`config.mk`:
```
export PLATFORM = sky130hd
export DESIGN_NAME = alu8_flags
export DESIGN_NICKNAME = d
export VERILOG_FILES = /design/src/rtl/alu8_pkg.sv /design/src/rtl/alu8_ctrl.sv /design/src/rtl/alu8_datapath.sv /design/src/rtl/alu8_flags.sv
export SDC_FILE = /design/constraint.sdc
export NUM_CORES = 1
export LEC_CHECK = 0
export ABC_AREA = 0
export CORE_ASPECT_RATIO = 2
export CORE_MARGIN = 4
export CORE_UTILIZATION = 53
export CTS_CLUSTER_SIZE = 10
export DETAILED_ROUTE_END_ITERATION = 8
export GPL_TIMING_DRIVEN = 0
export PLACE_DENSITY = 0.8
export SETUP_SLACK_MARGIN = 0.2
export SYNTH_ARGS = -nofsm -noshare
export SYNTH_HDL_FRONTEND = slang
export SYNTH_SLANG_ARGS = --single-unit
```
`constraint.sdc`:
```
create_clock -name clk -period 5.1 [get_ports clk]
set_input_delay 1.02 -clock clk [delete_from_list [all_inputs] [get_ports clk]]
set_output_delay 1.02 -clock clk [all_outputs]
set_load 0.05 [all_outputs]
```
`src/rtl/alu8_pkg.sv`:
```
package alu8_pkg;
  localparam int DW = 8;
  localparam int NIB = DW / 2;
  localparam int F_S = 7;
  localparam int F_Z = 6;
  localparam int F_AC = 4;
  localparam int F_P = 2;
  localparam int F_CY = 0;
  localparam logic [DW-1:0] FLAG_ONES_MASK = 8'h02;
  localparam logic [DW-1:0] FLAG_LIVE_MASK = 8'hD5;

  typedef enum logic [3:0] {
    OP_ADD = 4'd0, OP_ADC = 4'd1, OP_SUB = 4'd2, OP_SBB = 4'd3,
    OP_CMP = 4'd4, OP_INC = 4'd5, OP_DEC = 4'd6, OP_AND = 4'd7,
    OP_OR  = 4'd8, OP_XOR = 4'd9, OP_RLC = 4'd10, OP_RRC = 4'd11,
    OP_RAL = 4'd12, OP_RAR = 4'd13, OP_NOPA = 4'd14, OP_NOPB = 4'd15
  } aluOpE;

  typedef struct packed {
    logic       invB;
    logic       useCin;
    logic       oneB;
    logic [1:0] logKind;
    logic       rotEn;
    logic [1:0] rotKind;
    logic       wrAcc;
    logic       updSzp;
    logic       updCy;
  } aluStrobeT;
endpackage

```
`src/rtl/alu8_ctrl.sv`:
```
module alu8_ctrl
  import alu8_pkg::*;
(
  input  logic [3:0] opSel,
  output aluStrobeT  stb
);
  always_comb begin
    stb = '0;
    case (aluOpE'(opSel))
      OP_ADD: begin stb.updSzp = 1'b1; stb.updCy = 1'b1; stb.wrAcc = 1'b1; end
      OP_ADC: begin stb.updSzp = 1'b1; stb.updCy = 1'b1; stb.wrAcc = 1'b1; stb.useCin = 1'b1; end
      OP_SUB: begin stb.updSzp = 1'b1; stb.updCy = 1'b1; stb.wrAcc = 1'b1; stb.invB = 1'b1; end
      OP_SBB: begin stb.updSzp = 1'b1; stb.updCy = 1'b1; stb.wrAcc = 1'b1; stb.invB = 1'b1;
                    stb.useCin = 1'b1; end
      OP_CMP: begin stb.updSzp = 1'b1; stb.updCy = 1'b1; stb.invB = 1'b1; end
      OP_INC: begin stb.updSzp = 1'b1; stb.wrAcc = 1'b1; stb.oneB = 1'b1; end
      OP_DEC: begin stb.updSzp = 1'b1; stb.wrAcc = 1'b1; stb.oneB = 1'b1; stb.invB = 1'b1; end
      OP_AND: begin stb.updSzp = 1'b1; stb.updCy = 1'b1; stb.wrAcc = 1'b1; stb.logKind = 2'd1; end
      OP_OR:  begin stb.updSzp = 1'b1; stb.updCy = 1'b1; stb.wrAcc = 1'b1; stb.logKind = 2'd2; end
      OP_XOR: begin stb.updSzp = 1'b1; stb.updCy = 1'b1; stb.wrAcc = 1'b1; stb.logKind = 2'd3; end
      OP_RLC, OP_RRC, OP_RAL, OP_RAR: begin
        stb.rotEn   = 1'b1;
        stb.rotKind = opSel[1:0] + 2'd2;
        stb.updCy   = 1'b1;
        stb.wrAcc   = 1'b1;
      end
      default: stb = '0;
    endcase
  end
endmodule

```
`src/rtl/alu8_datapath.sv`:
```
module alu8_datapath
  import alu8_pkg::*;
(
  input  aluStrobeT      stb,
  input  logic [DW-1:0]  aIn,
  input  logic [DW-1:0]  bIn,
  input  logic [DW-1:0]  fIn,
  output logic [DW-1:0]  res,
  output logic [DW-1:0]  fOut
);
  logic [DW-1:0]  bX;
  logic           cinBit;
  logic [DW:0]    sum;
  logic [NIB:0]   nibSum;
  logic           arithCy;
  logic [DW-1:0]  rotRes;
  logic           rotCy;
  logic           isLogic;
  logic           unusedFlagBits;

  assign unusedFlagBits = ^{fIn[5], fIn[3], fIn[1]};

  always_comb begin
    bX = stb.oneB ? {{(DW-1){1'b0}}, 1'b1} : bIn;
    if (stb.invB) bX = ~bX;
    if (stb.invB) cinBit = stb.useCin ? ~fIn[F_CY] : 1'b1;
    else          cinBit = stb.useCin ?  fIn[F_CY] : 1'b0;
    sum     = {1'b0, aIn} + {1'b0, bX} + {{DW{1'b0}}, cinBit};
    nibSum  = {1'b0, aIn[NIB-1:0]} + {1'b0, bX[NIB-1:0]} + {{NIB{1'b0}}, cinBit};
    arithCy = stb.invB ? ~sum[DW] : sum[DW];
  end

  always_comb begin
    case (stb.rotKind)
      2'd0:    begin rotRes = {aIn[DW-2:0], aIn[DW-1]};   rotCy = aIn[DW-1]; end
      2'd1:    begin rotRes = {aIn[0], aIn[DW-1:1]};      rotCy = aIn[0];    end
      2'd2:    begin rotRes = {aIn[DW-2:0], fIn[F_CY]};   rotCy = aIn[DW-1]; end
      default: begin rotRes = {fIn[F_CY], aIn[DW-1:1]};   rotCy = aIn[0];    end
    endcase
  end

  assign isLogic = (stb.logKind != 2'd0);

  always_comb begin
    if (stb.rotEn) res = rotRes;
    else begin
      case (stb.logKind)
        2'd1:    res = aIn & bIn;
        2'd2:    res = aIn | bIn;
        2'd3:    res = aIn ^ bIn;
        default: res = sum[DW-1:0];
      endcase
    end
  end

  always_comb begin
    fOut = fIn;
    if (stb.updSzp) begin
      fOut[F_S]  = res[DW-1];
      fOut[F_Z]  = (res == '0);
      fOut[F_P]  = ~^res;
      fOut[F_AC] = isLogic ? 1'b0 : nibSum[NIB];
    end
    if (stb.updCy)
      fOut[F_CY] = stb.rotEn ? rotCy : (isLogic ? 1'b0 : arithCy);
    fOut = (fOut & FLAG_LIVE_MASK) | FLAG_ONES_MASK;
  end
endmodule

```
`src/rtl/alu8_flags.sv`:
```
module alu8_flags
  import alu8_pkg::*;
(
  input  logic       clk,
  input  logic       rstN,
  input  logic       opValid,
  input  logic [3:0] opSel,
  input  logic [7:0] accIn,
  input  logic [7:0] opnd,
  input  logic [7:0] flagIn,
  output logic [7:0] resOut,
  output logic       accWe,
  output logic [7:0] flagOut
);
  aluStrobeT     stb;
  logic [DW-1:0] resNext;
  logic [DW-1:0] flagNext;

  alu8_ctrl u_ctrl (.opSel(opSel), .stb(stb));

  alu8_datapath u_dp (
    .stb(stb), .aIn(accIn), .bIn(opnd), .fIn(flagIn),
    .res(resNext), .fOut(flagNext)
  );

  always_ff @(posedge clk) begin
    if (!rstN) begin
      resOut  <= '0;
      accWe   <= 1'b0;
      flagOut <= FLAG_ONES_MASK;
    end else begin
      accWe <= opValid & stb.wrAcc;
      if (opValid) begin
        resOut  <= resNext;
        flagOut <= flagNext;
      end
    end
  end
endmodule

```
==> flow_summary.html <==
<table>
<tr><th>Metric</th><th>Value</th></tr>
<tr><th colspan="2">Run status</th></tr>
<tr><td>Result of the run</td><td>complete, no violations</td></tr>
<tr><th colspan="2">Setup path</th></tr>
<tr><td>Kind of cell adding the most delay to the critical path</td><td>buffers and inverters</td></tr>
<tr><td>Category of the critical setup timing path</td><td>primary input to flop</td></tr>
<tr><td>Most Frequent Cell on Critical Path</td><td>a21oi_1</td></tr>
<tr><td>CP required</td><td>approximately 5.2 ns</td></tr>
<tr><td>Cell with the largest stage delay on the worst path</td><td>clkdlybuf4s50_1</td></tr>
<tr><td>Largest fanout on the critical path</td><td>10</td></tr>
<tr><td>CP arrival</td><td>4.86 ns</td></tr>
<tr><td>CP peak stage delay</td><td>approximately 0.42 ns</td></tr>
<tr><td>Worst setup SP type</td><td>primary input</td></tr>
<tr><td>Sequence of cells on the critical path</td><td>clkdlybuf4s50_1, buf_6, clkbuf_4, buf_4, a21oi_1, nor2_1, a31oi_2, fa_2, fa_2, and2b_1, o31a_2, or4_1, nand3_1, nand2_1, ha_1, xnor2_1, xnor2_1, nor2_1, a21oi_1, a21oi_1</td></tr>
<tr><td>Count of buffering cells on the critical path with inverters included</td><td>4</td></tr>
<tr><td>Endpoint type of the worst setup path</td><td>flop</td></tr>
<tr><th colspan="2">Timing</th></tr>
<tr><td>Min cycle time layout</td><td>about 4.8 ns</td></tr>
<tr><td>Fmax achieved</td><td>~210 MHz</td></tr>
<tr><td>Final setup violation count</td><td>0</td></tr>
<tr><td>Share of the clock period used by the worst path after layout</td><td>between 90 and 100%</td></tr>
<tr><td>Worst clock skew</td><td>0 ns</td></tr>
<tr><td>Setup repair after global routing missed its margin</td><td>no</td></tr>
<tr><td>Number of hold violations in the final report</td><td>0</td></tr>
<tr><td>Measured slew at the worst slew-check pin</td><td>between 0.5 and 0.6 ns</td></tr>
<tr><td>Headroom to the max-slew limit</td><td>~62%</td></tr>
<tr><td>Final count of pins violating max slew</td><td>0</td></tr>
<tr><td>Final worst setup slack</td><td>between 0.3 and 0.4 ns</td></tr>
<tr><th colspan="2">Global routing</th></tr>
<tr><td>Vias in the first global route</td><td>2617</td></tr>
<tr><td>Maximum number of pins on one net before global-route repair</td><td>11</td></tr>
<tr><td>First-pass GRT wire length</td><td>12100 um</td></tr>
<tr><td>Antenna violations before repair</td><td>0</td></tr>
<tr><td>Gr usage total</td><td>between 20% and 30%</td></tr>
<tr><td>Global route total overflow</td><td>0</td></tr>
<tr><th colspan="2">Clock network</th></tr>
<tr><td>Number of buffers created by CTS</td><td>3</td></tr>
<tr><td>Clock sink total</td><td>14</td></tr>
<tr><td>Clock input transition at the sequential cells of the worst setup and hold paths</td><td>0.06 ns</td></tr>
<tr><td>CTS H-Tree Depth</td><td>1</td></tr>
<tr><td>TritonCTS clock tree</td><td>built</td></tr>
<tr><td>Clock tree root buffer cell</td><td>clkbuf_8</td></tr>
<tr><td>Latest clock arrival within the worst-skew pair</td><td>around 0.24 ns</td></tr>
<tr><td>CTS Hold Bufs</td><td>0</td></tr>
<tr><td>Maximum clock insertion buffer count</td><td>2</td></tr>
<tr><th colspan="2">Synth</th></tr>
<tr><td>Number of synthesized flops with an enable pin</td><td>0</td></tr>
<tr><td>Share of synthesized cell area in and, or, nand and nor gates</td><td>about 26%</td></tr>
<tr><td>Number of synthesized register bits</td><td>14</td></tr>
<tr><td>Synthesized area divided by synthesized cell count</td><td>approximately 7.2 sq um</td></tr>
<tr><td>Distinct cell type count after synthesis</td><td>65</td></tr>
<tr><td>Post-synthesis compound-gate area fraction</td><td>between 20% and 30%</td></tr>
<tr><td>Yosys Warn Count</td><td>0</td></tr>
<tr><td>Adder-Cell Fraction of Synth Area</td><td>roughly 16%</td></tr>
<tr><td>Multiplexer share of the synthesized area</td><td>between 3 and 4%</td></tr>
<tr><td>Post-synthesis cell count</td><td>between 300 and 400</td></tr>
<tr><td>Dominant combinational cell family by area after synthesis</td><td>compound AO/OA/AOI/OAI gates</td></tr>
<tr><td>Post-Synthesis Cell Area</td><td>2375 sq um</td></tr>
<tr><td>Post-synthesis sequential area ratio</td><td>a little under an eighth</td></tr>
<tr><td>Post-Synth XOR/XNOR Area</td><td>between 2 and 3%</td></tr>
<tr><td>Ys flop type</td><td>dfxtp_1</td></tr>
<tr><td>Synth async-reset ratio</td><td>0%</td></tr>
<tr><th colspan="2">Final layout</th></tr>
<tr><td>Nets</td><td>between 400 and 500</td></tr>
<tr><td>Fraction of final layout cells with drive strength greater than 1</td><td>12.90%</td></tr>
<tr><td>Antenna fix cells</td><td>0</td></tr>
<tr><td>Count of filler cells inserted in the layout</td><td>between 400 and 500</td></tr>
<tr><td>Area growth from synthesis to final layout</td><td>24.55%</td></tr>
<tr><td>Final Util</td><td>68.17%</td></tr>
<tr><td>Post-route design area</td><td>approximately 3000 sq um</td></tr>
<tr><th colspan="2">Route</th></tr>
<tr><td>Post-DR vias/cell</td><td>around 6.2</td></tr>
<tr><td>Routed Wire Length</td><td>between 7000 and 8000 um</td></tr>
<tr><td>Routed WL per cell</td><td>around 18 um</td></tr>
<tr><td>DRT Pass-1 Iters</td><td>5</td></tr>
<tr><td>Routed via count</td><td>~2700</td></tr>
<tr><td>Number of DRC violations after detailed-routing iteration 0</td><td>about 130</td></tr>
<tr><td>Antenna Violating Nets Remaining</td><td>0</td></tr>
<tr><td>Detailed-route DRC error count</td><td>0</td></tr>
<tr><th colspan="2">Job</th></tr>
<tr><td>Max capacitance violation total</td><td>0</td></tr>
<tr><th colspan="2">Floorplan</th></tr>
<tr><td>Die area</td><td>~5700 sq um</td></tr>
<tr><td>Height of the die</td><td>between 100 and 150 um</td></tr>
<tr><td>Core outline area</td><td>about 4300 sq um</td></tr>
<tr><td>Initial Util</td><td>a little over half</td></tr>
<tr><td>Core Rows</td><td>34</td></tr>
<tr><td>Die X</td><td>55.33 um</td></tr>
<tr><td>I/O pin count</td><td>48</td></tr>
<tr><th colspan="2">Power and ir drop</th></tr>
<tr><td>Leakage power</td><td>1.299 nW</td></tr>
<tr><td>Total power draw</td><td>between 0.6 and 0.7 mW</td></tr>
<tr><td>PD cells</td><td>~210 nW/um^2</td></tr>
<tr><td>Worst-case vdd ir drop</td><td>about 0.17 mV</td></tr>
<tr><th colspan="2">Min path</th></tr>
<tr><td>Type of the worst min-delay path</td><td>flop to flop</td></tr>
<tr><th colspan="2">Place</th></tr>
<tr><td>Pre-CTS setup slack</td><td>-0.3667 ns</td></tr>
<tr><td>Number of buffers inserted by port buffering</td><td>38</td></tr>
<tr><td>Post-detail-place hpwl</td><td>just over 6000 um</td></tr>
<tr><td>Area of placed instances</td><td>2826 sq um</td></tr>
<tr><td>Routability-driven placement congestion ratio</td><td>between 0.9 and 1</td></tr>
</table>
-- logic make-up (layout without fill, tap and decap cells) --
kind of cell / after synthesis / count (layout)
xor gates and xnor gates: 7 / 7
buffers and inverters: 51 / 94
DFF: 14 / 14
AOI/OAI and AO/OA: 103 / 103
other: 2 / 3
and+or+nand+nor: 112 / 112
muxes: 9 / 9
adders and majority gates: 30 / 30
-- flip-flops by register name, indices dropped and copies added (netlist names) --
name     flops
resOut       8
flagOut      5
accWe        1
-- final timing paths --
kind	cells after the start	endpoint	startpoint	slack, ns
worst max-delay path	20	flagOut[2]	opSel[3]	0.35
worst min-delay path	2	resOut[7]	resOut[7]	0.46
worst max register to register	4	flagOut[0]	flagOut[0]	4.26
worst min register to register	2	resOut[7]	resOut[7]	0.46
-- Yosys cell counts, types with 5 or more instances --
master | instances | area, sq um
dfxtp_1 | 14 | 280.3
nor2b_1 | 6 | 37.54
nand3_1 | 7 | 35.03
o21ai_0 | 16 | 80.08
clkbuf_1 | 7 | 26.28
buf_2 | 10 | 50.05
nor2_1 | 23 | 86.33
nand2b_1 | 10 | 62.56
o22ai_1 | 5 | 31.28
nand2_1 | 28 | 105.1
a21oi_1 | 29 | 145.1
buf_4 | 6 | 45.04
a211oi_1 | 5 | 37.54
mux2i_1 | 6 | 60.06
inv_1 | 26 | 97.59
ha_1 | 28 | 350.3
o221ai_1 | 7 | 61.31
-- cells in the final DEF, fill, tap and decap left out, types with 3 or more instances in the layout --
cell type	n
a211oi_1	5
a21oi_1	29
a31oi_1	3
and3b_1	4
buf_2	5
buf_4	10
clkbuf_1	6
clkbuf_8	4
clkdlybuf4s50_1	37
conb_1	3
dfxtp_1	14
ha_1	28
inv_1	26
mux2_2	3
mux2i_1	5
nand2_1	28
nand2b_1	9
nand3_1	7
nand3b_1	4
nand4_1	3
nand4b_1	3
nor2_1	23
nor2_2	3
nor2b_1	6
nor3_1	4
o2111ai_1	3
o211ai_1	3
o21a_1	4
o21ai_0	16
o21ai_1	3
o221ai_1	7
o22ai_1	5
or3_1	3
xnor2_1	3
xor2_1	4
-- area by class of cell --
class / count / area (sq um) / area share (%)
multi-input combinational: 264 / 1918 / 64.85
timing repair buffer: 39 / 382.9 / 12.94
tap: 54 / 67.56 / 2.284
buffer: 24 / 150.1 / 5.076
sequential: 14 / 280.3 / 9.475
inverter: 27 / 103.9 / 3.511
clock buffer: 4 / 55.05 / 1.861
-- per-stage QoR --
| stage | std cells | hold slack, ns | setup TNS (ns) |
|---|---|---|---|
| 3_3_place_gp | 421 | 0.4537 | -0.3444 |
| 2_1_floorplan | 329 | 0.6846 | 0 |
| 3_5_place_dp | 421 | 0.4573 | -0.3667 |
| 5_1_grt | 426 | 0.4935 | 0 |
| 4_1_cts | 425 | 0.4650 | 0 |
| 6_report | 426 | 0.4627 | 0 |
-- power breakdown --
part	leakage [nW]	switching, mW	internal [mW]
combinational	1.15	0.230	0.166
clock	0.0288	0.0386	0.0684
sequential	0.116	0.00568	0.122
total	1.30	0.274	0.357
-- what timing repair did --
action                     4_1_cts  5_1_grt
pin swaps                        0        4
gates cloned                     0        0
resized for setup                8       15
buffers inserted                 0        1
setup endpoints to repair        1        1
-- routing by layer --
metal,global-route usage (%),vias up,share of wire [%]
met2,50.91,119,54
met4,20.60,0,7.4
met3,2.757,43,5.0
met5,0,-,0
met1,25.97,1214,34
li1,-,1275,-
-- worst reg2reg max path: stages (launching register included) --
cell and delay, ns:
dfxtp_1 0.36, inv_1 0.05, o22ai_1 0.14, a21oi_1 0.06
a31oi_1 0.16
No activity file was read; power rests on OpenSTA's default activity.
